[src/rtl/pcm_dma_pkg.sv]
// Shared constants and register indices for the audio sample streaming DMA.
// Assumes byte-wide host writes and a 16-bit ROM address space.
package pcm_dma_pkg;
    localparam int BYTE_W  = 8;
    localparam int ADDR_W  = 16;
    localparam int LEN_W   = 16;
    localparam int DIV_W   = 8;
    localparam int IDX_W   = 3;

    typedef enum logic [IDX_W-1:0] {
        REG_RATE   = 3'd0,
        REG_SRC_LO = 3'd1,
        REG_SRC_HI = 3'd2,
        REG_LEN_LO = 3'd3,
        REG_LEN_HI = 3'd4,
        REG_GO     = 3'd5
    } reg_idx_e;
endpackage

[src/rtl/pcm_regs.sv]
// Host register bank: holds the divider, start address and sample count,
// and decodes a write to the go index into a single-cycle start pulse.
// Assumes io_wr is a one-cycle strobe per byte written.
module pcm_regs
    import pcm_dma_pkg::*;
(
    input  logic              clk,
    input  logic              rst_n,
    input  logic              io_wr,
    input  logic [IDX_W-1:0]  io_addr,
    input  logic [BYTE_W-1:0] io_wdata,
    output logic [ADDR_W-1:0] src_addr,
    output logic [LEN_W-1:0]  len_cfg,
    output logic [DIV_W-1:0]  rate_div,
    output logic              go
);
    // Start pulse straight from the decoded strobe.
    always_comb begin
        go = io_wr && (io_addr == REG_GO);
    end

    // Store the byte written to its register.
    always_ff @(posedge clk) begin
        if (!rst_n) begin
            src_addr <= '0;
            len_cfg  <= '0;
            rate_div <= '0;
        end else if (io_wr) begin
            case (io_addr)
                REG_RATE:   rate_div        <= io_wdata;
                REG_SRC_LO: src_addr[7:0]   <= io_wdata;
                REG_SRC_HI: src_addr[15:8]  <= io_wdata;
                REG_LEN_LO: len_cfg[7:0]    <= io_wdata;
                REG_LEN_HI: len_cfg[15:8]   <= io_wdata;
                default: ;
            endcase
        end
    end
endmodule

[src/rtl/pcm_rate.sv]
// Sample rate generator: a prescaler makes one tick per microsecond from
// TICK_DIV clocks, and a reload counter turns D ticks into one period tick.
// The divider is re-read at each period end, so a new value applies to the
// next period. A divider of 0 counts as 2**DIV_W.
module pcm_rate
    import pcm_dma_pkg::*;
#(
    parameter int TICK_DIV = 16
) (
    input  logic             clk,
    input  logic             rst_n,
    input  logic             restart,
    input  logic             run,
    input  logic [DIV_W-1:0] rate_div,
    output logic             period_tick
);
    localparam int PRE_W = (TICK_DIV > 1) ? $clog2(TICK_DIV) : 1;
    localparam int PER_W = DIV_W + 1;

    logic [PRE_W-1:0] pre_cnt;
    logic [PER_W-1:0] per_cnt;
    logic [PER_W-1:0] reload;
    logic             us_tick;

    // Reload value with zero standing for the longest period.
    always_comb begin
        reload  = (rate_div == '0) ? PER_W'(1 << DIV_W) : {1'b0, rate_div};
        us_tick = run && (pre_cnt == PRE_W'(TICK_DIV - 1));
        period_tick = us_tick && (per_cnt == PER_W'(1));
    end

    // Advance the prescaler and period counter while playing.
    always_ff @(posedge clk) begin
        if (!rst_n) begin
            pre_cnt <= '0;
            per_cnt <= PER_W'(1 << DIV_W);
        end else if (restart) begin
            pre_cnt <= '0;
            per_cnt <= reload;
        end else if (run) begin
            if (us_tick) begin
                pre_cnt <= '0;
                per_cnt <= (per_cnt == PER_W'(1)) ? reload : per_cnt - PER_W'(1);
            end else begin
                pre_cnt <= pre_cnt + PRE_W'(1);
            end
        end
    end
endmodule

[src/rtl/pcm_fetch.sv]
// Fetch engine: counts sample periods owed, issues a ROM read only when the
// CPU leaves the ROM free, captures the byte one cycle later and writes it to
// the DAC register. Tracks address, remaining count, busy and done.
// Assumes ROM data is valid the cycle after rom_req.
module pcm_fetch
    import pcm_dma_pkg::*;
#(
    parameter int OWED_W = 2
) (
    input  logic              clk,
    input  logic              rst_n,
    input  logic              go,
    input  logic [ADDR_W-1:0] src_addr,
    input  logic [LEN_W-1:0]  len_cfg,
    input  logic              period_tick,
    input  logic              cpu_rom_busy,
    input  logic [BYTE_W-1:0] rom_data,
    output logic              rom_req,
    output logic [ADDR_W-1:0] rom_addr,
    output logic [BYTE_W-1:0] dac_data,
    output logic              dac_wr,
    output logic              busy,
    output logic              done
);
    localparam logic [OWED_W-1:0] OWED_MAX = '1;

    logic [ADDR_W-1:0] cur_addr;
    logic [LEN_W-1:0]  len_rem;
    logic [OWED_W-1:0] owed;
    logic              rd_valid;
    logic              last;
    logic              owe_inc;

    // Grant a fetch only in a cycle the CPU does not claim.
    always_comb begin
        rom_req  = busy && (owed != '0) && (len_rem != '0) && !cpu_rom_busy;
        rom_addr = cur_addr;
        owe_inc  = period_tick && busy && (owed != OWED_MAX);
    end

    // Sequence fetches, captures and status.
    always_ff @(posedge clk) begin
        if (!rst_n) begin
            cur_addr <= '0;
            len_rem  <= '0;
            owed     <= '0;
            rd_valid <= 1'b0;
            last     <= 1'b0;
            dac_data <= '0;
            dac_wr   <= 1'b0;
            busy     <= 1'b0;
            done     <= 1'b0;
        end else if (go) begin
            cur_addr <= src_addr;
            len_rem  <= len_cfg;
            owed     <= '0;
            rd_valid <= 1'b0;
            last     <= 1'b0;
            dac_wr   <= 1'b0;
            busy     <= (len_cfg != '0);
            done     <= (len_cfg == '0);
        end else begin
            dac_wr <= 1'b0;
            owed   <= owed + OWED_W'(owe_inc) - OWED_W'(rom_req);
            rd_valid <= rom_req;
            if (rom_req) begin
                cur_addr <= cur_addr + ADDR_W'(1);
                len_rem  <= len_rem - LEN_W'(1);
                last     <= (len_rem == LEN_W'(1));
            end
            if (rd_valid) begin
                dac_data <= rom_data;
                dac_wr   <= 1'b1;
                if (last) begin
                    busy <= 1'b0;
                    done <= 1'b1;
                end
            end
        end
    end
endmodule

[src/rtl/pcm_stream_dma.sv]
// Top of the audio sample streaming DMA. Joins the register bank, the rate
// generator and the fetch engine. The CPU is never stalled: fetches only use
// ROM cycles that cpu_rom_busy leaves free.
module pcm_stream_dma
    import pcm_dma_pkg::*;
#(
    parameter int TICK_DIV = 16,
    parameter int OWED_W   = 2
) (
    input  logic              clk,
    input  logic              rst_n,
    input  logic              io_wr,
    input  logic [IDX_W-1:0]  io_addr,
    input  logic [BYTE_W-1:0] io_wdata,
    input  logic              cpu_rom_busy,
    output logic              rom_req,
    output logic [ADDR_W-1:0] rom_addr,
    input  logic [BYTE_W-1:0] rom_data,
    output logic              dac_wr,
    output logic [BYTE_W-1:0] dac_data,
    output logic              busy,
    output logic              done
);
    logic [ADDR_W-1:0] src_addr;
    logic [LEN_W-1:0]  len_cfg;
    logic [DIV_W-1:0]  rate_div;
    logic              go;
    logic              period_tick;

    pcm_regs u_regs (
        .clk(clk), .rst_n(rst_n), .io_wr(io_wr), .io_addr(io_addr),
        .io_wdata(io_wdata), .src_addr(src_addr), .len_cfg(len_cfg),
        .rate_div(rate_div), .go(go)
    );

    pcm_rate #(.TICK_DIV(TICK_DIV)) u_rate (
        .clk(clk), .rst_n(rst_n), .restart(go), .run(busy),
        .rate_div(rate_div), .period_tick(period_tick)
    );

    pcm_fetch #(.OWED_W(OWED_W)) u_fetch (
        .clk(clk), .rst_n(rst_n), .go(go), .src_addr(src_addr),
        .len_cfg(len_cfg), .period_tick(period_tick),
        .cpu_rom_busy(cpu_rom_busy), .rom_data(rom_data),
        .rom_req(rom_req), .rom_addr(rom_addr), .dac_data(dac_data),
        .dac_wr(dac_wr), .busy(busy), .done(done)
    );
endmodule

[config.mk]
export PLATFORM = sky130hd
export DESIGN_NAME = pcm_stream_dma
export DESIGN_NICKNAME = d
export VERILOG_FILES = /design/src/rtl/pcm_dma_pkg.sv /design/src/rtl/pcm_regs.sv /design/src/rtl/pcm_rate.sv /design/src/rtl/pcm_fetch.sv /design/src/rtl/pcm_stream_dma.sv
export SDC_FILE = /design/constraint.sdc
export NUM_CORES = 1
export LEC_CHECK = 0
export BUFFER_PORTS_ARGS = -buffer_cell sky130_fd_sc_hd__buf_4
export CORE_ASPECT_RATIO = 1.25
export CORE_MARGIN = 2
export CORE_UTILIZATION = 55
export CTS_BUF_LIST = sky130_fd_sc_hd__clkbuf_4 sky130_fd_sc_hd__clkbuf_8
export DETAILED_ROUTE_END_ITERATION = 6
export GPL_TIMING_DRIVEN = 0
export HOLD_SLACK_MARGIN = 0.05
export PLACE_DENSITY = 0.78
export SYNTH_ARGS = -nofsm -noshare
export SYNTH_HDL_FRONTEND = slang
export SYNTH_HIERARCHICAL = 1
export SYNTH_SLANG_ARGS = --single-unit
[constraint.sdc]
create_clock -name clk -period 2.3 [get_ports clk]
set_input_delay 0.23 -clock clk [delete_from_list [all_inputs] [get_ports clk]]
set_output_delay 0.23 -clock clk [all_outputs]
set_load 0.01 [all_outputs]
==> flow_summary_export.csv <==
group,metric,value,unit
cells_and_area,most-common-layout-cells,"91 x sky130_fd_sc_hd__dfxtp_1, 89 x sky130_fd_sc_hd__nand2_1, 62 x sky130_fd_sc_hd__buf_4, 47 x sky130_fd_sc_hd__mux2i_1, 31 x sky130_fd_sc_hd__o21ai_0",
critical_path,end_kind,"register",
grt,first_global_vias,4228,
placement,hpwl,9250,um
grt,grt_max_degree,17,
floorplan,pin_count,51,
sta,tightest_slew,517,ps
route,detail_route.wirelength,13200,um
pwr,power.density_cell_area,582,mW/mm^2
yosys,synth_cell_type_count,72,
yosys,syn_inst,544,
critical_path,critical_path.cell_chain,"inv_2, ha_2, nor2b_4, nand2_2, nor3_4, nand3_2, ha_4, inv_2, ha_4, xor2_2, xnor2_1, nor2_1",
critical_path,arrival,2520,ps
clock_network,cts_made_buffers,9,
sta,timing_max_transition_violations_final,0,
placement,preCtsSetupSlack,-435,ps
floorplan,floorplan.die_area,0.00972,mm^2
placement,place.gp.congestion,0.853,
yosys,synth.top_cells.by_area,"sky130_fd_sc_hd__dfxtp_1 41%, sky130_fd_sc_hd__mux2i_1 9.6%, sky130_fd_sc_hd__nand2_1 6.9%",
yosys,synth_top_cell_by_area,"sky130_fd_sc_hd__dfxtp_1",
route,drt_first_iter_violations,348,
sta,min_period,2270,ps
placement,buffer_ports.inserted,50,
hold_path,hold_path_depth,3,
grt,grt_first_pass_wirelength,21000,um
cells_and_area,final_nets,649,
critical_path,critical_path.reg2reg.endpoint,"u_fetch/owed[1]",
outcome,outcome,"finished, final reports clean",
critical_path,criticalPathCategory,"register to register",
critical_path,worst-r2r-setup-slack,30,ps
critical_path,worstReg2RegStart,"u_rate/per_cnt[1]",
grt,antenna_found_initial,0,
route,post_drt_wl_per_cell,17.9,um
yosys,top_reg_cell_synth,"sky130_fd_sc_hd__dfxtp_1",
critical_path,critPathMaxStageDelay,360,ps
route,drt-vias-per-instance,5.97,
hold_path,holdCritPathClass,"primary input to register",
floorplan,dieHeight,110,um
clock_network,clock_path_buffers,2,
grt,grt_util_all_layers,28.0,%
floorplan,std_cell_rows,38,
yosys,avgSynthCellArea,9.04,um^2
cells_and_area,final_layout_size_suffix_gt1_share,23.0,%
sta,timing.final.setup_violations,0,
pwr,power_leakage,2.43,nW
pwr,total_power,0.00344,W
sta,timing.clock.skew,6.99,ps
route,residual_antenna_violating_net_count_after_detailed_routing,0,
yosys,yosys_warnings,6,
cells_and_area,leading_cell_type_in_the_layout_fill_and_taps_excluded,"sky130_fd_sc_hd__dfxtp_1",
yosys,syn-cell-area,0.00492,mm^2
sta,portion_of_the_clock_cycle_consumed_by_the_worst_path_in_the_final_layout,98.5,%
grt,grt-ovfl-total,0,
clock_network,clkLatencyLatePin,370,ps
floorplan,die_x,88.6,um
pwr,ir_drop_worst_vdd,0.000383,V
critical_path,critical_path.startpoint_type,"register",
clock_network,tritoncts_num_sinks,100,
yosys,share_of_the_yosys_chip_area_belonging_to_registers,40.7,%
sta,hold_violations,0,
yosys,postSynthNetCount,576,
yosys,synth_async_sr_flop_share,0,%
yosys,synth_top_area_share,40.7,%
critical_path,reg2reg_depth,12,
route,vias_after_detailed_routing,4428,
floorplan,fp.coreArea,0.00870,mm^2
route,firstDrtPassIters,5,
clock_network,clock_tree.htree_level_count,3,
critical_path,crit_path_max_fanout,5,
critical_path,highest_delay_cell_along_the_critical_path,"sky130_fd_sc_hd__dfxtp_4",
job,drv_cap,0,
sta,final_critical_path_setup_slack,34.2,ps
floorplan,initial_core_util,56.5,%
cells_and_area,syn_to_final_growth,20.0,%
hold_path,worst_hold_startpoint,"rom_data[5]",
clock_network,cts_hold_repair.buffers,0,
critical_path,worst-endpoint-required,2560,ps
hold_path,worstHoldEndpoint,"u_fetch/dac_data[5]",
clock_network,cts_tree,"yes",
cells_and_area,antenna_cells,0,
yosys,synth_seq_cells,100,
clock_network,clkTransAtPathRegs,90,ps
yosys,synth_edf_count,0,
sta,fmax,441,MHz
clock_network,root_buffer,"sky130_fd_sc_hd__clkbuf_8",
sta,worst_slew_margin_rel,65.0,%
route,remaining_drc_errors,0,
repair_timing:
item,CTS,global route
endpoints found under the setup margin,4,5
gates resized for setup,21,16
setup buffers,8,6
pin swaps,6,9
per-layer routing:
metal / up-vias / track usage (%) / share of wire [%]
li1: 2121 / - / -
met4: 0 / 13.5 / 3.3
met3: 39 / 3.75 / 4.7
met1: 2103 / 34.8 / 41
met5: - / 0 / 0
met2: 165 / 47.4 / 51
report_power, final:
part           internal, W  switching, W
combinational     0.000149      0.000205
sequential         0.00176     0.0000399
clock             0.000673      0.000603
total              0.00259      0.000847
synth_stat cells, drive strengths merged (6+ instances only):
master	number
and3	8
o21ai	37
nand2	90
nand2b	7
dfxtp	100
o211ai	7
nor4	10
nor2	18
xor2	10
ha	9
nor3	15
clkbuf	16
buf	15
mux2i	47
xnor2	11
nand3	19
nand4	7
a31oi	11
a21boi	9
a21oi	20
inv	8
or4	6
through the flow:
| stage | instance area (um^2) | setup TNS (ps) | hold WS (ps) | utilization, % | instances |
|---|---|---|---|---|---|
| 2_1_floorplan | 4940 | -243 | 375 | - | 544 |
| 3_3_place_gp | 5470 | -627 | 446 | 62.8 | 714 |
| 3_5_place_dp | 5470 | -709 | 449 | 62.8 | 714 |
| 4_1_cts | 5820 | -53.0 | 100 | 66.8 | 737 |
| 5_1_grt | 5900 | -54.2 | 122 | 67.8 | 742 |
| 6_report | 5900 | 0 | 114 | 67.8 | 742 |
state kept, by name (all words and copies together), names as in the netlist:
name and cells:
u_fetch/dac_wr 1, u_regs/len_cfg 16, u_regs/src_addr 16, u_fetch/rd_valid 1, u_fetch/dac_data 8, u_fetch/len_rem 16, u_regs/rate_div 8, u_rate/per_cnt 9
u_fetch/owed 2, u_fetch/done 1, u_fetch/last 1, u_rate/pre_cnt 4, u_fetch/busy 1, u_fetch/rom_addr 16
critical path, delay by kind of cell, from the launching register on:
kind / cells / cell delay (ps)
flops: 1 / 360
fa+ha+maj: 3 / 630
buf+inv: 2 / 120
simple gates: 5 / 750
xor+xnor: 2 / 300
worst max path at each step:
stage / start / end / slack (ps) / cells past startpoint
after global placement: u_rate/per_cnt[0] / u_fetch/owed[1] / -390 / 11
after detailed placement: u_fetch/len_rem[8] / u_fetch/owed[1] / -440 / 12
final: u_rate/per_cnt[1] / u_fetch/owed[1] / 30 / 12
after floorplan: u_fetch/len_rem[8] / u_fetch/owed[1] / -190 / 12
after global routing: u_rate/per_cnt[1] / u_fetch/owed[1] / -50 / 12
after CTS: u_fetch/len_rem[8] / u_fetch/owed[1] / -50 / 11
cell type report:
class                           count  area [um^2]
Multi-Input combinational cell    404         2810
Tap cell                          120          150
Clock inverter                      5         83.8
Buffer                             29          155
Clock buffer                       11          151
Sequential cell                   100         2020
Fill cell                         693         2800
Inverter                            9         41.3
Timing Repair Buffer               64          488
kinds of logic after synthesis:
| logic type | share of synthesized area [%] |
|---|---|
| flops | 40.7 |
| fa+ha+maj | 2.29 |
| compound gates | 15.8 |
| buf+inv | 4.04 |
| simple gates | 23.9 |
| mux | 9.56 |
| xor+xnor | 3.74 |
(Power assumes the default switching activity.)
